## config.mk

```make
export PLATFORM = sky130hd
export DESIGN_NAME = dual_req_intc
export DESIGN_NICKNAME = d
export VERILOG_FILES = /design/src/rtl/dual_req_intc.sv
export SDC_FILE = /design/constraint.sdc
export NUM_CORES = 1
export LEC_CHECK = 0
export BUFFER_PORTS_ARGS = -buffer_cell sky130_fd_sc_hd__buf_2
export CAP_MARGIN = 10
export CORE_MARGIN = 10
export CORE_UTILIZATION = 35
export CTS_CLUSTER_DIAMETER = 50
export DETAILED_ROUTE_END_ITERATION = 7
export GPL_TIMING_DRIVEN = 1
export PLACE_DENSITY_LB_ADDON = 0.08
export SYNTH_ARGS = -nofsm -noshare
export SYNTH_HDL_FRONTEND = slang
export SYNTH_SLANG_ARGS = --single-unit
```

## constraint.sdc

```tcl
create_clock -name clk -period 6.2 [get_ports clk]
set_clock_uncertainty 0.1 [all_clocks]
set_input_delay 1.86 -clock clk [delete_from_list [all_inputs] [get_ports clk]]
set_output_delay 1.86 -clock clk [all_outputs]
set_load 0.01 [all_outputs]
```

## src/rtl/dual_req_intc.sv

```systemverilog
module dual_req_intc #(
  parameter int N  = 32,
  parameter int AW = 6
) (
  input  logic          clk,
  input  logic          rst_n,
  input  logic [N-1:0]  src_a_i,
  input  logic [N-1:0]  src_b_i,
  input  logic          bus_wr_i,
  input  logic          bus_rd_i,
  input  logic [AW-1:0] bus_addr_i,
  input  logic [N-1:0]  bus_wdata_i,
  output logic [N-1:0]  bus_rdata_o,
  output logic          req0_o,
  output logic          req1_o,
  output logic          wake_o
);
  localparam int NREG   = 7;
  localparam int I_ASN  = 4;
  localparam int I_WAKE = 5;
  localparam int I_MASK = 6;
  localparam logic [AW-1:0] A_RISE_RD  = AW'(4 * NREG);
  localparam logic [AW-1:0] A_RISE_CLR = AW'(4 * NREG + 1);
  localparam logic [AW-1:0] A_FALL_CLR = AW'(4 * NREG + 2);
  localparam logic [AW-1:0] A_FALL_RD  = AW'(4 * NREG + 3);
  localparam logic [AW-1:0] A_PEND0    = AW'(4 * NREG + 4);
  localparam logic [AW-1:0] A_PEND1    = AW'(4 * NREG + 5);
  localparam logic [AW-1:0] A_TEST_RD  = AW'(4 * NREG + 8);
  localparam logic [AW-1:0] A_TEST_WR  = AW'(4 * NREG + 9);

  logic [N-1:0] regs_q [NREG];
  logic [N-1:0] sync1_q, sync2_q, prev_q, rise_q, fall_q;
  logic         test_q;

  // register triplets: read 4k, set 4k+1, clear 4k+2
  always_ff @(posedge clk or negedge rst_n) begin
    if (!rst_n) begin
      for (int k = 0; k < NREG; k++) regs_q[k] <= (k == I_ASN) ? '1 : '0;
      test_q <= 1'b0;
    end else if (bus_wr_i) begin
      for (int k = 0; k < NREG; k++) begin
        if (bus_addr_i == AW'(4 * k + 1)) regs_q[k] <= regs_q[k] | bus_wdata_i;
        if (bus_addr_i == AW'(4 * k + 2)) regs_q[k] <= regs_q[k] & ~bus_wdata_i;
      end
      if (bus_addr_i == A_TEST_WR) test_q <= bus_wdata_i[0];
    end
  end

  wire [N-1:0] m0 = regs_q[0], m1 = regs_q[1], m2 = regs_q[2];
  wire [N-1:0] sel_a = regs_q[3];
  wire [N-1:0] route0 = regs_q[I_ASN];
  wire [N-1:0] raw = (sel_a & src_a_i) | (~sel_a & src_b_i);

  always_ff @(posedge clk or negedge rst_n) begin
    if (!rst_n) {sync1_q, sync2_q, prev_q} <= '0;
    else        {sync1_q, sync2_q, prev_q} <= {raw, sync1_q, sync2_q};
  end

  wire [N-1:0] is_r = ~m2 & ~m1 &  m0;
  wire [N-1:0] is_f = ~m2 &  m1 & ~m0;
  wire [N-1:0] is_b = ~m2 &  m1 &  m0;
  wire [N-1:0] is_h =  m2 & ~m1 &  m0;
  wire [N-1:0] is_l =  m2 &  m1 & ~m0;

  wire [N-1:0] rclr = (bus_wr_i && bus_addr_i == A_RISE_CLR) ? bus_wdata_i : '0;
  wire [N-1:0] fclr = (bus_wr_i && bus_addr_i == A_FALL_CLR) ? bus_wdata_i : '0;

  // a new edge wins over a clear in the same cycle
  always_ff @(posedge clk or negedge rst_n) begin
    if (!rst_n) begin
      rise_q <= '0;
      fall_q <= '0;
    end else begin
      rise_q <= (rise_q & ~rclr) | ((is_r | is_b) &  sync2_q & ~prev_q);
      fall_q <= (fall_q & ~fclr) | ((is_f | is_b) & ~sync2_q &  prev_q);
    end
  end

  wire [N-1:0] active = (is_r & rise_q) | (is_f & fall_q) | (is_b & (rise_q | fall_q))
                      | (is_h & sync2_q) | (is_l & ~sync2_q);
  wire [N-1:0] pend0 = active & regs_q[I_MASK] & route0;
  wire [N-1:0] pend1 = active & regs_q[I_MASK] & ~route0;

  assign req0_o = |pend0 & ~test_q;
  assign req1_o = |pend1 & ~test_q;
  assign wake_o = |(active & regs_q[I_WAKE]);

  logic [N-1:0] rd_val;
  always_comb begin
    rd_val = '0;
    for (int k = 0; k < NREG; k++)
      if (bus_addr_i == AW'(4 * k)) rd_val = regs_q[k];
    case (bus_addr_i)
      A_RISE_RD: rd_val = rise_q;
      A_FALL_RD: rd_val = fall_q;
      A_PEND0:   rd_val = pend0;
      A_PEND1:   rd_val = pend1;
      A_TEST_RD: rd_val = N'(test_q);
      default:   ;
    endcase
  end

  always_ff @(posedge clk or negedge rst_n) begin
    if (!rst_n)        bus_rdata_o <= '0;
    else if (bus_rd_i) bus_rdata_o <= rd_val;
  end

  AST_MASK_CLEAR_QUIETS: assert property (@(posedge clk) disable iff (!rst_n)
    (bus_wr_i && bus_addr_i == AW'(4 * I_MASK + 2) && &bus_wdata_i) |=> (!req0_o && !req1_o));
  AST_RISE_HOLDS: assert property (@(posedge clk) disable iff (!rst_n)
    ((($past(rise_q) & ~rise_q) & ~$past(rclr)) == '0));
  AST_FALL_HOLDS: assert property (@(posedge clk) disable iff (!rst_n)
    ((($past(fall_q) & ~fall_q) & ~$past(fclr)) == '0));
  AST_RESERVED_SILENT: assert property (@(posedge clk) disable iff (!rst_n)
    ((((m2 & ~m1 & ~m0) | (m2 & m1 & m0) | (~m2 & ~m1 & ~m0)) & (pend0 | pend1)) == '0));
  AST_TEST_QUIET: assert property (@(posedge clk) disable iff (!rst_n)
    test_q |-> (!req0_o && !req1_o));
  AST_RDATA_HOLD: assert property (@(posedge clk) disable iff (!rst_n)
    !$past(bus_rd_i) |-> $stable(bus_rdata_o));
endmodule

```

==> results.txt <==
----------------------------------------------------
[Run status]
  Result of the run ... finished clean

[Timing]
  Hold Violations, Final ... 0
  Maximum achievable frequency ... around 200 MHz
  RSZ-0062 raised after global routing ... no
  Setup total negative slack ... 0 ns
  Portion of the clock cycle consumed by the worst path in the final layout ... approximately four fifths
  Worst-case headroom to the max-slew limit ... about 29%
  Final setup violation count ... 0
  Number of max-slew violations in the final report ... 0
  Fin crit period ... 4.96 ns
  Slew at the pin closest to its max-slew limit ... between 1 and 1.5 ns

[Worst setup path]
  Worst Setup End Kind ... output port
  Required time worst endpoint ... between 4 and 5 ns
  Kind of start point of the critical path ... flip-flop
  Data arrival time of the worst path ... 3.00 ns
  WS Path Type ... reg2out
  Crit path max fanout ... 8

[Pwr]
  Internal power ... 6430 uW
  Reported net switching power ... 2980 uW
  Sw Ratio ... 31.7%
  Static leakage ... about 0.0094 uW
  Share of power burned in the clock network ... 38.4%
  Ratio of total power to cell area ... 398 nW/um^2
  Logic pwr share ... 17.4%
  Fraction of power consumed by sequential logic ... 44.2%
  Largest vdd supply drop ... 229 uV

[Clocking]
  Quantity of gates resized following cts ... 0
  Latest clock arrival within the worst-skew pair ... 0.61 ns
  Quantity of hold-fixing buffers added after cts ... 0
  TritonCTS Buffers ... between 50 and 60
  Deepest level of the CTS H-tree ... 2
  Root buffer cell ... sky130_fd_sc_hd__clkbuf_16
  Setup fix buffers added after clock tree synthesis ... 0
  Clock Sinks ... 417
  TritonCTS clock tree ... built
  Clock tree buffer depth ... 3
  Clk pin slew, worst setup/hold paths ... ~0.06 ns

[Floorplan]
  Die footprint ... 67500 um^2
  Chip height ... 260 um
  Placeable Area ... 56700 um^2
  Top-Level Pins ... 141
  Die width ... 260 um
  Total number of placement rows ... between 80 and 90
  Initial core utilization ... approximately 35%

[GRT]
  Global-route wire length before repair ... 109 mm
  Overall overflow remaining after global route ... 0
  Initial antenna violation count ... 1
  Via count of the first global-routing pass ... 16600
  All-Layer GR Usage ... about a fifth
  Pin count of the biggest net entering global routing ... 110

[Logic synthesis]
  Top post-synthesis cells by count ... sky130_fd_sc_hd__dfrtp_1 (385), sky130_fd_sc_hd__a31oi_1 (243), sky130_fd_sc_hd__a21oi_1 (242)
  Syn nets ... 2011
  Post-synth top area cell ... sky130_fd_sc_hd__dfrtp_1
  Ranking of synthesized cells by area ... sky130_fd_sc_hd__dfrtp_1 (48%), sky130_fd_sc_hd__a31oi_1 (7.6%), sky130_fd_sc_hd__a21oi_1 (6.0%), sky130_fd_sc_hd__dfstp_2 (4.2%), sky130_fd_sc_hd__mux4_2 (3.4%)
  Most frequently used flop master after synthesis ... sky130_fd_sc_hd__dfrtp_1
  Number of enable flip-flop cells after synthesis ... 0
  Post-synthesis sequential element count ... 417
  Total number of yosys warnings ... 0
  Async set or reset register ratio after synthesis ... 100%
  Netlist area before placement ... 20100 um^2
  Seq/Total Area, Yosys ... ~52%
  Syn_area_per_cell ... 10.6 um^2
  Count of cell types in the netlist ... 53
  Cell count after synthesis ... between 1500 and 2000
  Library cell with the highest instance count after synthesis ... sky130_fd_sc_hd__dfrtp_1
  Area fraction of the dominant cell type after synthesis ... between 40% and 50%

[Placement]
  Cell area reported after detailed placement ... 21500 um^2
  Port Buffers ... 140
  RD Place Congestion ... between 0.8 and 0.9
  HPWL reported at the end of detailed placement ... 48.1 mm

[Routing]
  Number of vias after detailed routing ... ~17000
  DRT iter0 DRCs ... 1776
  Wire length after detailed routing ... 72.1 mm
  Remaining number of nets flagged by the antenna check after routing ... 0
  Total DRC errors in the routed layout ... 0
  Mean routed wirelength per cell ... approximately 26 um
  Number of iterations in the first detailed-routing pass ... 6
  DR vias/cell ... 6.07

[Final layout]
  Area growth, synth to finish ... 17.4%
  Total Nets Final ... ~2100
  Share of final-layout standard cells stronger than drive strength 1 ... 20.1%
  Design area ... 23600 um^2

[Run]
  Number of maximum-capacitance constraint violations ... 0

[Worst hold path]
  Startpoint of the worst hold path ... sync1_q[13]$_DFF_PN0_
  Path class of the lowest-slack min-delay path ... reg2reg

----------------------------------------------------
[final timing paths]
kind,end,slack (ns),cells past startpoint
max in group asynchronous,rise_q[31]$_DFF_PN0_,3.61,2
setup reg to reg,bus_rdata_o[7]$_DFFE_PN0P_,4.32,5
hold reg to reg,sync2_q[13]$_DFF_PN0_,0.24,0
min in group asynchronous,sync1_q[7]$_DFF_PN0_,1.21,1
hold / removal,sync2_q[13]$_DFF_PN0_,0.24,0
setup / recovery,wake_o,1.24,6
[power groups by stage]
stage          combinational [uW]  clock (uW)  sequential [uW]
2_1_floorplan                1160           0             3900
3_3_place_gp                 1610           0             4180
3_5_place_dp                 1640           0             4180
4_1_cts                      1650        3690             4150
5_1_grt                      1810        3790             4260
6_report                     1640        3610             4160
[final cells by class]
type                    count  area (um^2)
diodes                      1         2.50
clock buffers              77         1680
clock inverters            33          444
fillers                  5501        33100
inverters                   6         22.5
multi-input cells        1302         8970
flip-flops and latches    417        10500
well taps                 756          946
repair buffers            183         1100
[layout by cell type, fill, tap and decap left out, types with 17 or more instances in the layout]
cell                        Yosys  layout
sky130_fd_sc_hd__a22oi_1       44      44
sky130_fd_sc_hd__nand4_1       38      38
sky130_fd_sc_hd__nand4bb_1     31      31
sky130_fd_sc_hd__nand3b_1      63      63
sky130_fd_sc_hd__mux4_2        30      30
sky130_fd_sc_hd__mux2_2        33      33
sky130_fd_sc_hd__dfrtp_1      385     385
sky130_fd_sc_hd__a21oi_1      242     242
sky130_fd_sc_hd__nand4b_1      32      32
sky130_fd_sc_hd__buf_2         36     139
sky130_fd_sc_hd__a21o_1        63      63
sky130_fd_sc_hd__buf_4          2      38
sky130_fd_sc_hd__a31oi_1      243     243
sky130_fd_sc_hd__a221oi_1      35      35
sky130_fd_sc_hd__nand2_1      140     140
sky130_fd_sc_hd__o21ai_1       17      17
sky130_fd_sc_hd__clkbuf_16      0      61
sky130_fd_sc_hd__nor2_1        60      49
sky130_fd_sc_hd__nor4bb_1      62      62
sky130_fd_sc_hd__nand3_1       52      52
sky130_fd_sc_hd__dfstp_2       32      32
[stage by stage]
step	setup WS, ns	utilization [%]	total power (uW)	hold WS, ns	instances
2_1_floorplan	2.58	-	5050	0.231	1905
3_3_place_gp	1.66	37.9	5790	0.231	2664
3_5_place_dp	1.67	37.9	5830	0.235	2664
4_1_cts	1.25	41.7	9480	0.246	2774
5_1_grt	1.08	41.7	9860	0.251	2775
6_report	1.24	41.7	9410	0.244	2775
[cells by family (layout without fill, tap and decap cells)]
family	Yosys count	in the layout	share of synthesized area, %
compound gates	718	718	22.7
other cells	0	1	0
xor+xnor	1	1	0.0435
mux	66	66	5.35
buf+inv	186	299	3.84
simple gates	517	517	16.1
flops	417	417	52.0
[metal layers]
layer / vias up / wire, um / track usage (%) / share of wire [%]
li1: 7583 / - / - / -
met1: 8524 / 31900 / 28.9 / 44
met2: 620 / 33200 / 33.2 / 46
met3: 126 / 4940 / 3.83 / 6.8
met4: 0 / 2100 / 6.79 / 2.9
met5: - / 0 / 0 / 0
[worst max-delay path, stage by stage (launching register included)]
cell and delay, ns:
sky130_fd_sc_hd__dfrtp_1 0.47, sky130_fd_sc_hd__nand3b_1 0.14, sky130_fd_sc_hd__nand4_1 0.24, sky130_fd_sc_hd__a22oi_1 0.45, sky130_fd_sc_hd__nand4_1 0.22, sky130_fd_sc_hd__or4_1 0.66
sky130_fd_sc_hd__buf_2 0.20
Power figures use the tool's default switching activity.
